$ cat src/rtl/fp_pkg.sv
package fp_pkg;
  localparam int NUM_DIGITS = 6;
  localparam int SEG_W      = 8;
  localparam int NUM_KEYS   = 7;
  localparam int NUM_LEDS   = 8;
  localparam int NIB_W      = 4;
  localparam int REG_SEL_W  = 3;
  localparam int NUM_WREGS  = NUM_DIGITS + 1;
  localparam logic [REG_SEL_W-1:0] LED_REG = REG_SEL_W'(NUM_DIGITS);
  localparam logic [REG_SEL_W-1:0] KEY_REG = REG_SEL_W'(NUM_DIGITS + 1);
  typedef logic [SEG_W-1:0] seg_t;
endpackage

$ cat src/rtl/fp_key_filter.sv
module fp_key_filter #(
  parameter int DEB_CNT = 8
) (
  input  logic clk_i,
  input  logic rst_ni,
  input  logic tick_i,
  input  logic raw_i,
  output logic state_o,
  output logic edge_o
);
  localparam int CW = $clog2(DEB_CNT + 1);

  logic [1:0]    sync_q;
  logic [CW-1:0] cnt_q;
  logic          state_q;
  logic          differ;

  assign differ  = sync_q[1] != state_q;
  assign edge_o  = differ && tick_i && (cnt_q == CW'(DEB_CNT - 1));
  assign state_o = state_q;

  always_ff @(posedge clk_i or negedge rst_ni) begin
    if (!rst_ni) begin
      sync_q  <= '0;
      cnt_q   <= '0;
      state_q <= 1'b0;
    end else begin
      sync_q <= {sync_q[0], raw_i};
      if (!differ) begin
        cnt_q <= '0;
      end else if (tick_i) begin
        if (cnt_q == CW'(DEB_CNT - 1)) begin
          state_q <= sync_q[1];
          cnt_q   <= '0;
        end else begin
          cnt_q <= cnt_q + CW'(1);
        end
      end
    end
  end

  // level may only move on a sample tick with the window filled
  p_state_on_tick_r8: assert property (@(posedge clk_i) disable iff (!rst_ni)
    !$stable(state_q) |-> $past(tick_i));
endmodule

$ cat src/rtl/fp_digit_scan.sv
module fp_digit_scan
  import fp_pkg::*;
#(
  parameter int SCAN_LOG2 = 10
) (
  input  logic                         clk_i,
  input  logic                         rst_ni,
  input  seg_t [NUM_DIGITS-1:0]        digits_i,
  output logic [NUM_DIGITS-1:0]        digit_en_o,
  output seg_t                         seg_o
);
  localparam int IDX_W = $clog2(NUM_DIGITS);

  logic [SCAN_LOG2-1:0] cnt_q;
  logic [IDX_W-1:0]     idx_q;
  logic                 blank_q;
  logic                 step;

  assign step = &cnt_q;

  always_ff @(posedge clk_i or negedge rst_ni) begin
    if (!rst_ni) begin
      cnt_q   <= '0;
      idx_q   <= '0;
      blank_q <= 1'b0;
    end else begin
      cnt_q   <= cnt_q + SCAN_LOG2'(1);
      blank_q <= step;
      if (step) idx_q <= (idx_q == IDX_W'(NUM_DIGITS - 1)) ? '0 : idx_q + IDX_W'(1);
    end
  end

  for (genvar g = 0; g < NUM_DIGITS; g++) begin : g_en
    assign digit_en_o[g] = (idx_q == IDX_W'(g));
  end

  assign seg_o = blank_q ? '0 : digits_i[idx_q];

  p_one_digit_r2: assert property (@(posedge clk_i) disable iff (!rst_ni)
    $countones(digit_en_o) == 1);
  p_blank_on_step_r3: assert property (@(posedge clk_i) disable iff (!rst_ni)
    !$stable(idx_q) |-> (seg_o == '0));
endmodule

$ cat src/rtl/fp_bus_regs.sv
module fp_bus_regs
  import fp_pkg::*;
(
  input  logic                  clk_i,
  input  logic                  rst_ni,
  input  logic                  ale_i,
  input  logic                  wr_i,
  input  logic                  rd_i,
  input  logic [NIB_W-1:0]      bus_i,
  output logic [NIB_W-1:0]      bus_o,
  output logic                  bus_oe_o,
  input  logic [NUM_KEYS-1:0]   key_state_i,
  input  logic [NUM_KEYS-1:0]   key_edge_i,
  output seg_t [NUM_DIGITS-1:0] digits_o,
  output logic [NUM_LEDS-1:0]   led_o,
  output logic                  irq_o
);
  logic [NIB_W-1:0]     addr_q;
  logic                 wr_q, rd_q, change_q;
  seg_t [NUM_WREGS-1:0] regs_q;
  logic [REG_SEL_W-1:0] reg_sel;
  logic                 hi_sel, wr_fire, rd_done;
  seg_t                 rd_word;

  assign reg_sel = addr_q[REG_SEL_W-1:0];
  assign hi_sel  = addr_q[NIB_W-1];
  assign wr_fire = wr_i && !wr_q;
  assign rd_done = rd_q && !rd_i;

  always_ff @(posedge clk_i or negedge rst_ni) begin
    if (!rst_ni) begin
      addr_q   <= '0;
      wr_q     <= 1'b0;
      rd_q     <= 1'b0;
      change_q <= 1'b0;
      regs_q   <= '0;
    end else begin
      wr_q <= wr_i;
      rd_q <= rd_i;
      if (ale_i) addr_q <= bus_i;
      if (wr_fire && reg_sel != KEY_REG) begin
        if (hi_sel) regs_q[reg_sel][7:4] <= bus_i;
        else        regs_q[reg_sel][3:0] <= bus_i;
      end
      // new edge wins over a clear in the same cycle
      if (|key_edge_i)                        change_q <= 1'b1;
      else if (rd_done && reg_sel == KEY_REG) change_q <= 1'b0;
    end
  end

  always_comb begin
    if (reg_sel == KEY_REG) rd_word = {change_q, key_state_i};
    else                    rd_word = regs_q[reg_sel];
  end

  assign bus_o    = rd_i ? (hi_sel ? rd_word[7:4] : rd_word[3:0]) : '0;
  assign bus_oe_o = rd_i;
  assign digits_o = regs_q[NUM_DIGITS-1:0];
  assign led_o    = regs_q[LED_REG];
  assign irq_o    = change_q;

  p_irq_set_r9: assert property (@(posedge clk_i) disable iff (!rst_ni)
    (|key_edge_i) |=> irq_o);
  p_irq_hold_r9: assert property (@(posedge clk_i) disable iff (!rst_ni)
    (irq_o && !(rd_q && !rd_i)) |=> irq_o);
  p_regs_need_wr_r5: assert property (@(posedge clk_i) disable iff (!rst_ni)
    !wr_i |=> $stable(regs_q));
endmodule

$ cat src/rtl/fpanel_ctrl.sv
module fpanel_ctrl
  import fp_pkg::*;
#(
  parameter int SCAN_LOG2   = 10,
  parameter int SAMPLE_LOG2 = 8,
  parameter int DEB_CNT     = 8
) (
  input  logic                  clk_i,
  input  logic                  rst_ni,
  input  logic                  ale_i,
  input  logic                  wr_i,
  input  logic                  rd_i,
  input  logic [NIB_W-1:0]      bus_i,
  output logic [NIB_W-1:0]      bus_o,
  output logic                  bus_oe_o,
  input  logic [NUM_KEYS-1:0]   key_i,
  output logic [NUM_DIGITS-1:0] digit_en_o,
  output logic [SEG_W-1:0]      seg_o,
  output logic [NUM_LEDS-1:0]   led_o,
  output logic                  irq_o
);
  logic [SAMPLE_LOG2-1:0] smp_q;
  logic                   smp_tick;
  logic [NUM_KEYS-1:0]    key_state, key_edge;
  seg_t [NUM_DIGITS-1:0]  digits;

  assign smp_tick = &smp_q;

  always_ff @(posedge clk_i or negedge rst_ni) begin
    if (!rst_ni) smp_q <= '0;
    else         smp_q <= smp_q + SAMPLE_LOG2'(1);
  end

  for (genvar k = 0; k < NUM_KEYS; k++) begin : g_key
    fp_key_filter #(.DEB_CNT(DEB_CNT)) i_filt (
      .clk_i   (clk_i),
      .rst_ni  (rst_ni),
      .tick_i  (smp_tick),
      .raw_i   (key_i[k]),
      .state_o (key_state[k]),
      .edge_o  (key_edge[k])
    );
  end

  fp_bus_regs i_regs (
    .clk_i       (clk_i),
    .rst_ni      (rst_ni),
    .ale_i       (ale_i),
    .wr_i        (wr_i),
    .rd_i        (rd_i),
    .bus_i       (bus_i),
    .bus_o       (bus_o),
    .bus_oe_o    (bus_oe_o),
    .key_state_i (key_state),
    .key_edge_i  (key_edge),
    .digits_o    (digits),
    .led_o       (led_o),
    .irq_o       (irq_o)
  );

  fp_digit_scan #(.SCAN_LOG2(SCAN_LOG2)) i_scan (
    .clk_i      (clk_i),
    .rst_ni     (rst_ni),
    .digits_i   (digits),
    .digit_en_o (digit_en_o),
    .seg_o      (seg_o)
  );

  p_oe_idle_r6: assert property (@(posedge clk_i) disable iff (!rst_ni)
    !rd_i |-> (!bus_oe_o && bus_o == '0));
endmodule

$ cat config.mk
export PLATFORM = sky130hd
export DESIGN_NAME = fpanel_ctrl
export DESIGN_NICKNAME = d
export VERILOG_FILES = /design/src/rtl/fp_pkg.sv /design/src/rtl/fp_key_filter.sv /design/src/rtl/fp_digit_scan.sv /design/src/rtl/fp_bus_regs.sv /design/src/rtl/fpanel_ctrl.sv
export SDC_FILE = /design/constraint.sdc
export NUM_CORES = 1
export LEC_CHECK = 0
export BUFFER_PORTS_ARGS = -buffer_cell sky130_fd_sc_hd__buf_2
export CORE_MARGIN = 5
export CORE_UTILIZATION = 60
export DETAILED_ROUTE_END_ITERATION = 6
export PLACE_DENSITY = 0.79
export SLEW_MARGIN = 20
export SYNTH_ARGS = -nofsm -noshare
export SYNTH_HDL_FRONTEND = slang
export SYNTH_SLANG_ARGS = --single-unit
$ cat constraint.sdc
create_clock -name clk_i -period 2 [get_ports clk_i]
set_input_delay 0.1 -clock clk_i [delete_from_list [all_inputs] [get_ports clk_i]]
set_output_delay 0.1 -clock clk_i [all_outputs]
set_load 0.03 [all_outputs]
==> metrics.md <==
| Metric | Value |
|---|---|
| Hold EP | `i_regs.digits_o[9]` |
| R2R Setup Slk | `about 100 ps` |
| Power per Cell Area | `1020 nW/um2` |
| H-Tree Depth | `4` |
| Buf+Inv Stages, Crit Path | `2` |
| TritonCTS clock tree | `built` |
| I/O Pins | `44` |
| Initial cell density of the core | `0.618` |
| Min Hold Slack | `50.3 ps` |
| First-pass GRT wire length | `approximately 26 mm` |
| Clock skew | `9.52 ps` |
| Outcome | `finished, violations left` |
| Reg2reg end | `i_regs.digits_o[46]` |
| Initial antenna violation count | `0` |
| Area growth from synthesis to layout | `24.3%` |
| Hold depth | `2` |
| Seq cells post-synth | `134` |
| CTS max path bufs | `2` |
| Data arrival time of the critical path | `2120 ps` |
| Ant diodes | `0` |
| Routed wire length | `16.0 mm` |
| CP Class | `register to output pin` |
| Setup crit start kind | `register` |
| Number of global-route vias before repair | `5047` |
| CTS Buf Count | `17` |
| Final Cell Area | `8010 um2` |
| Avg Cell Area, Syn | `about 12 um2` |
| Dpl ws | `116 ps` |
| Final Slew Violations | `0` |
| R2R depth | `5` |
| HP Start | `bus_i[1]` |
| Yosys cell types | `48` |
| Gp weighted congestion | `between 0.8 and 0.9` |
| Critical path depth | `6` |
| Die Area | `12900 um2` |
| Upper clock frequency limit | `451 MHz` |
| Vias per cell | `6.07` |
| RSZ-0062 raised after global routing | `true` |
| Yosys Warn Count | `0` |
| WP data required | `1900 ps` |
| Area after DPL | `6890 um2` |
| Syn_nets | `around 570` |
| Clk sinks | `approximately 130` |
| DRC Markers | `0` |
| Crit path max-delay family | `flip-flops` |
| Die Ht | `around 110 um` |
| Core area | `10400 um2` |
| CTS Root Cell | `clkbuf_8` |
| Slew HR | `0.652` |
| Synth Instances | `548` |
| Pre-antenna DRT Iters | `4` |
| Finished Core Util | `0.769` |
| Most frequent CP cell | `buf_6` |
| Class of the worst hold path | `primary input to register` |
| Synthesized cell area | `between 6000 and 7000 um2` |
| DRT iter0 DRCs | `~400` |
| Total GRT Usage | `0.264` |
| Largest net degree at the start of global routing | `53` |
| Max-cap viol count | `0` |
| Async set-reset flop share out of synthesis | `1.00` |
| Sequential fraction of the synthesis area | `0.521` |
| Post-synth EDFFs | `0` |
| Layout cells sized above 1 | `0.379` |
| Total grt overflow | `0` |
| CP max stage delay | `roughly 480 ps` |
| Post-route ant nets | `0` |
| Placement row count | `37` |
| Worst setup EP type | `output pin` |
| Clock Pin Slew Worst Setup and Hold Paths | `about 60 ps` |
| Static Leakage | `3.51 nW` |
| DR WL/cell | `20.7 um` |
| Fin crit share | `1.11` |
| Hold Fails Final Rpt | `0` |
| Die Wd | `114 um` |
| Buffers added on ports | `between 40 and 50` |
| Post-DP HPWL | `10.1 mm` |
| Clock Latency Late Sink | `550 ps` |
| Worst R2R Start | `i_regs.addr_q[0]` |
| Slowest stage cell, crit path | `dfrtp_2` |
| Layout Nets | `around 650` |
| Tightest Pin Transition | `522 ps` |
| Final number of setup-violating endpoints | `12` |
| Failing checks | `setup timing` |
| DR vias | `4671` |
| Period minus WS final | `roughly 2200 ps` |
| Synth Flop Type | `dfrtp_1` |
| Final worst slack | `-217 ps` |
| Crit-path cells | `buf_6 -> mux2_4 -> a21oi_2 -> o221a_2 -> o22ai_4 -> buf_6` |
| VDD IR max | `0.000838 V` |
| Critical Path Fanout Max | `6` |
==> final cells by class <==
cell class / instances / area [um2]
fillers: 614 / 2410
multi-input cells: 381 / 3210
repair buffers: 83 / 699
flip-flops and latches: 134 / 3360
well taps: 136 / 170
inverters: 5 / 18.8
clock inverters: 9 / 76.3
clock buffers: 22 / 473
==> layer usage <==
layer	GRT usage	vias to the layer above	wire, um
li1	-	2124	-
met1	0.326	2369	6540
met2	0.428	129	8060
met3	0.0706	49	834
met4	0.134	0	531
met5	0	-	0
==> cell families (layout without fill, tap and decap cells) <==
family                     after synthesis  after routing  synth area share
AOI/OAI and AO/OA                       81             81            0.0754
xor gates and xnor gates                29             29            0.0394
adders and majority gates               10             10            0.0194
buffers and inverters                   33            119            0.0245
DFF                                    134            134             0.521
muxes                                  103            103             0.193
and+or+nand+nor                        158            158             0.128
==> cells in the final DEF (no fill, tap or decap), types with 4 or more instances in the layout <==
| cell type | netlist | final |
|---|---|---|
| clkbuf_8 | 0 | 5 |
| a22oi_2 | 0 | 8 |
| ha_1 | 10 | 10 |
| nand3_1 | 21 | 20 |
| or4_1 | 7 | 7 |
| mux2i_2 | 0 | 4 |
| mux2_2 | 78 | 76 |
| a21oi_1 | 25 | 22 |
| clkinv_2 | 0 | 6 |
| nand2_1 | 44 | 41 |
| xnor2_1 | 16 | 16 |
| mux4_2 | 9 | 9 |
| xor2_1 | 13 | 13 |
| mux2i_4 | 0 | 6 |
| clkbuf_16 | 0 | 17 |
| and2_1 | 5 | 5 |
| o21ai_1 | 0 | 4 |
| nor2_1 | 37 | 37 |
| dlygate4sd3_1 | 0 | 12 |
| dfrtp_2 | 0 | 5 |
| buf_6 | 1 | 5 |
| buf_12 | 0 | 7 |
| buf_2 | 15 | 31 |
| o22ai_2 | 0 | 6 |
| nor2b_1 | 5 | 5 |
| o21ai_0 | 23 | 18 |
| mux2i_1 | 16 | 6 |
| nand3b_1 | 11 | 11 |
| buf_4 | 2 | 27 |
| nand4_1 | 4 | 4 |
| inv_1 | 4 | 4 |
| dfrtp_1 | 134 | 129 |
==> sequential cells by signal, summed over array words and instances (netlist names) <==
| register | flops |
|---|---|
| i_regs.rd_q | 1 |
| g_key.i_filt.sync_q | 14 |
| smp_q | 8 |
| i_regs.digits_o | 48 |
| i_regs.led_o | 8 |
| g_key.i_filt.cnt_q | 28 |
| i_scan.blank_q | 1 |
| i_scan.idx_q | 3 |
| i_scan.cnt_q | 10 |
| i_regs.irq_o | 1 |
| i_regs.wr_q | 1 |
| i_regs.addr_q | 4 |
| g_key.i_filt.state_o | 7 |
==> Yosys cell counts (9+ instances only) <==
master	instances	area share
xor2_1	13	0.018
nand3_1	21	0.016
mux2_2	78	0.14
nand2_1	44	0.026
clkbuf_1	9	0.0052
mux2i_1	16	0.025
buf_2	15	0.012
nand3b_1	11	0.013
ha_1	10	0.019
dfrtp_1	134	0.52
nor2_1	37	0.022
o21ai_0	23	0.018
o22ai_1	10	0.0097
a21oi_1	25	0.019
xnor2_1	16	0.022
mux4_2	9	0.031
==> power by group <==
| part | leakage [nW] | switching [W] | internal (W) |
|---|---|---|---|
| Clock | 0.276 | 0.00114 | 0.00176 |
| Combinational | 1.51 | 0.000892 | 0.000893 |
| Sequential | 1.72 | 0.000382 | 0.00308 |
==> stage by stage <==
stage / TNS (ps) / std cells / total power, W
detailed placement: 0 / 718 / 0.00487
floorplan: 0 / 548 / 0.00435
finish: -1980 / 770 / 0.00815
global placement: 0 / 718 / 0.00482
CTS: -2380 / 771 / 0.00807
global route: -2680 / 770 / 0.00847
==> what timing repair did <==
item / CTS / global route
endpoints found under the hold margin: 148 / 0
setup endpoints to repair: 12 / 28
resized for setup: 60 / 22
hold buffers: 12 / 0
setup buffers: 7 / 1
pin swaps: 10 / 15
cloned: 3 / 1
==> worst max path at each step <==
stage	startpoint	endpoint	slack [ps]
after floorplan	i_regs.addr_q[0]	bus_o[1]	50
after global placement	smp_q[0]	g_key[2].i_filt.cnt_q[3]	200
after detailed placement	smp_q[0]	g_key[3].i_filt.cnt_q[3]	120
after CTS	i_regs.addr_q[0]	bus_o[0]	-220
after global routing	i_regs.addr_q[0]	bus_o[0]	-280
final	i_regs.addr_q[0]	bus_o[0]	-220
Note: power is estimated with default switching activity, not from simulation.
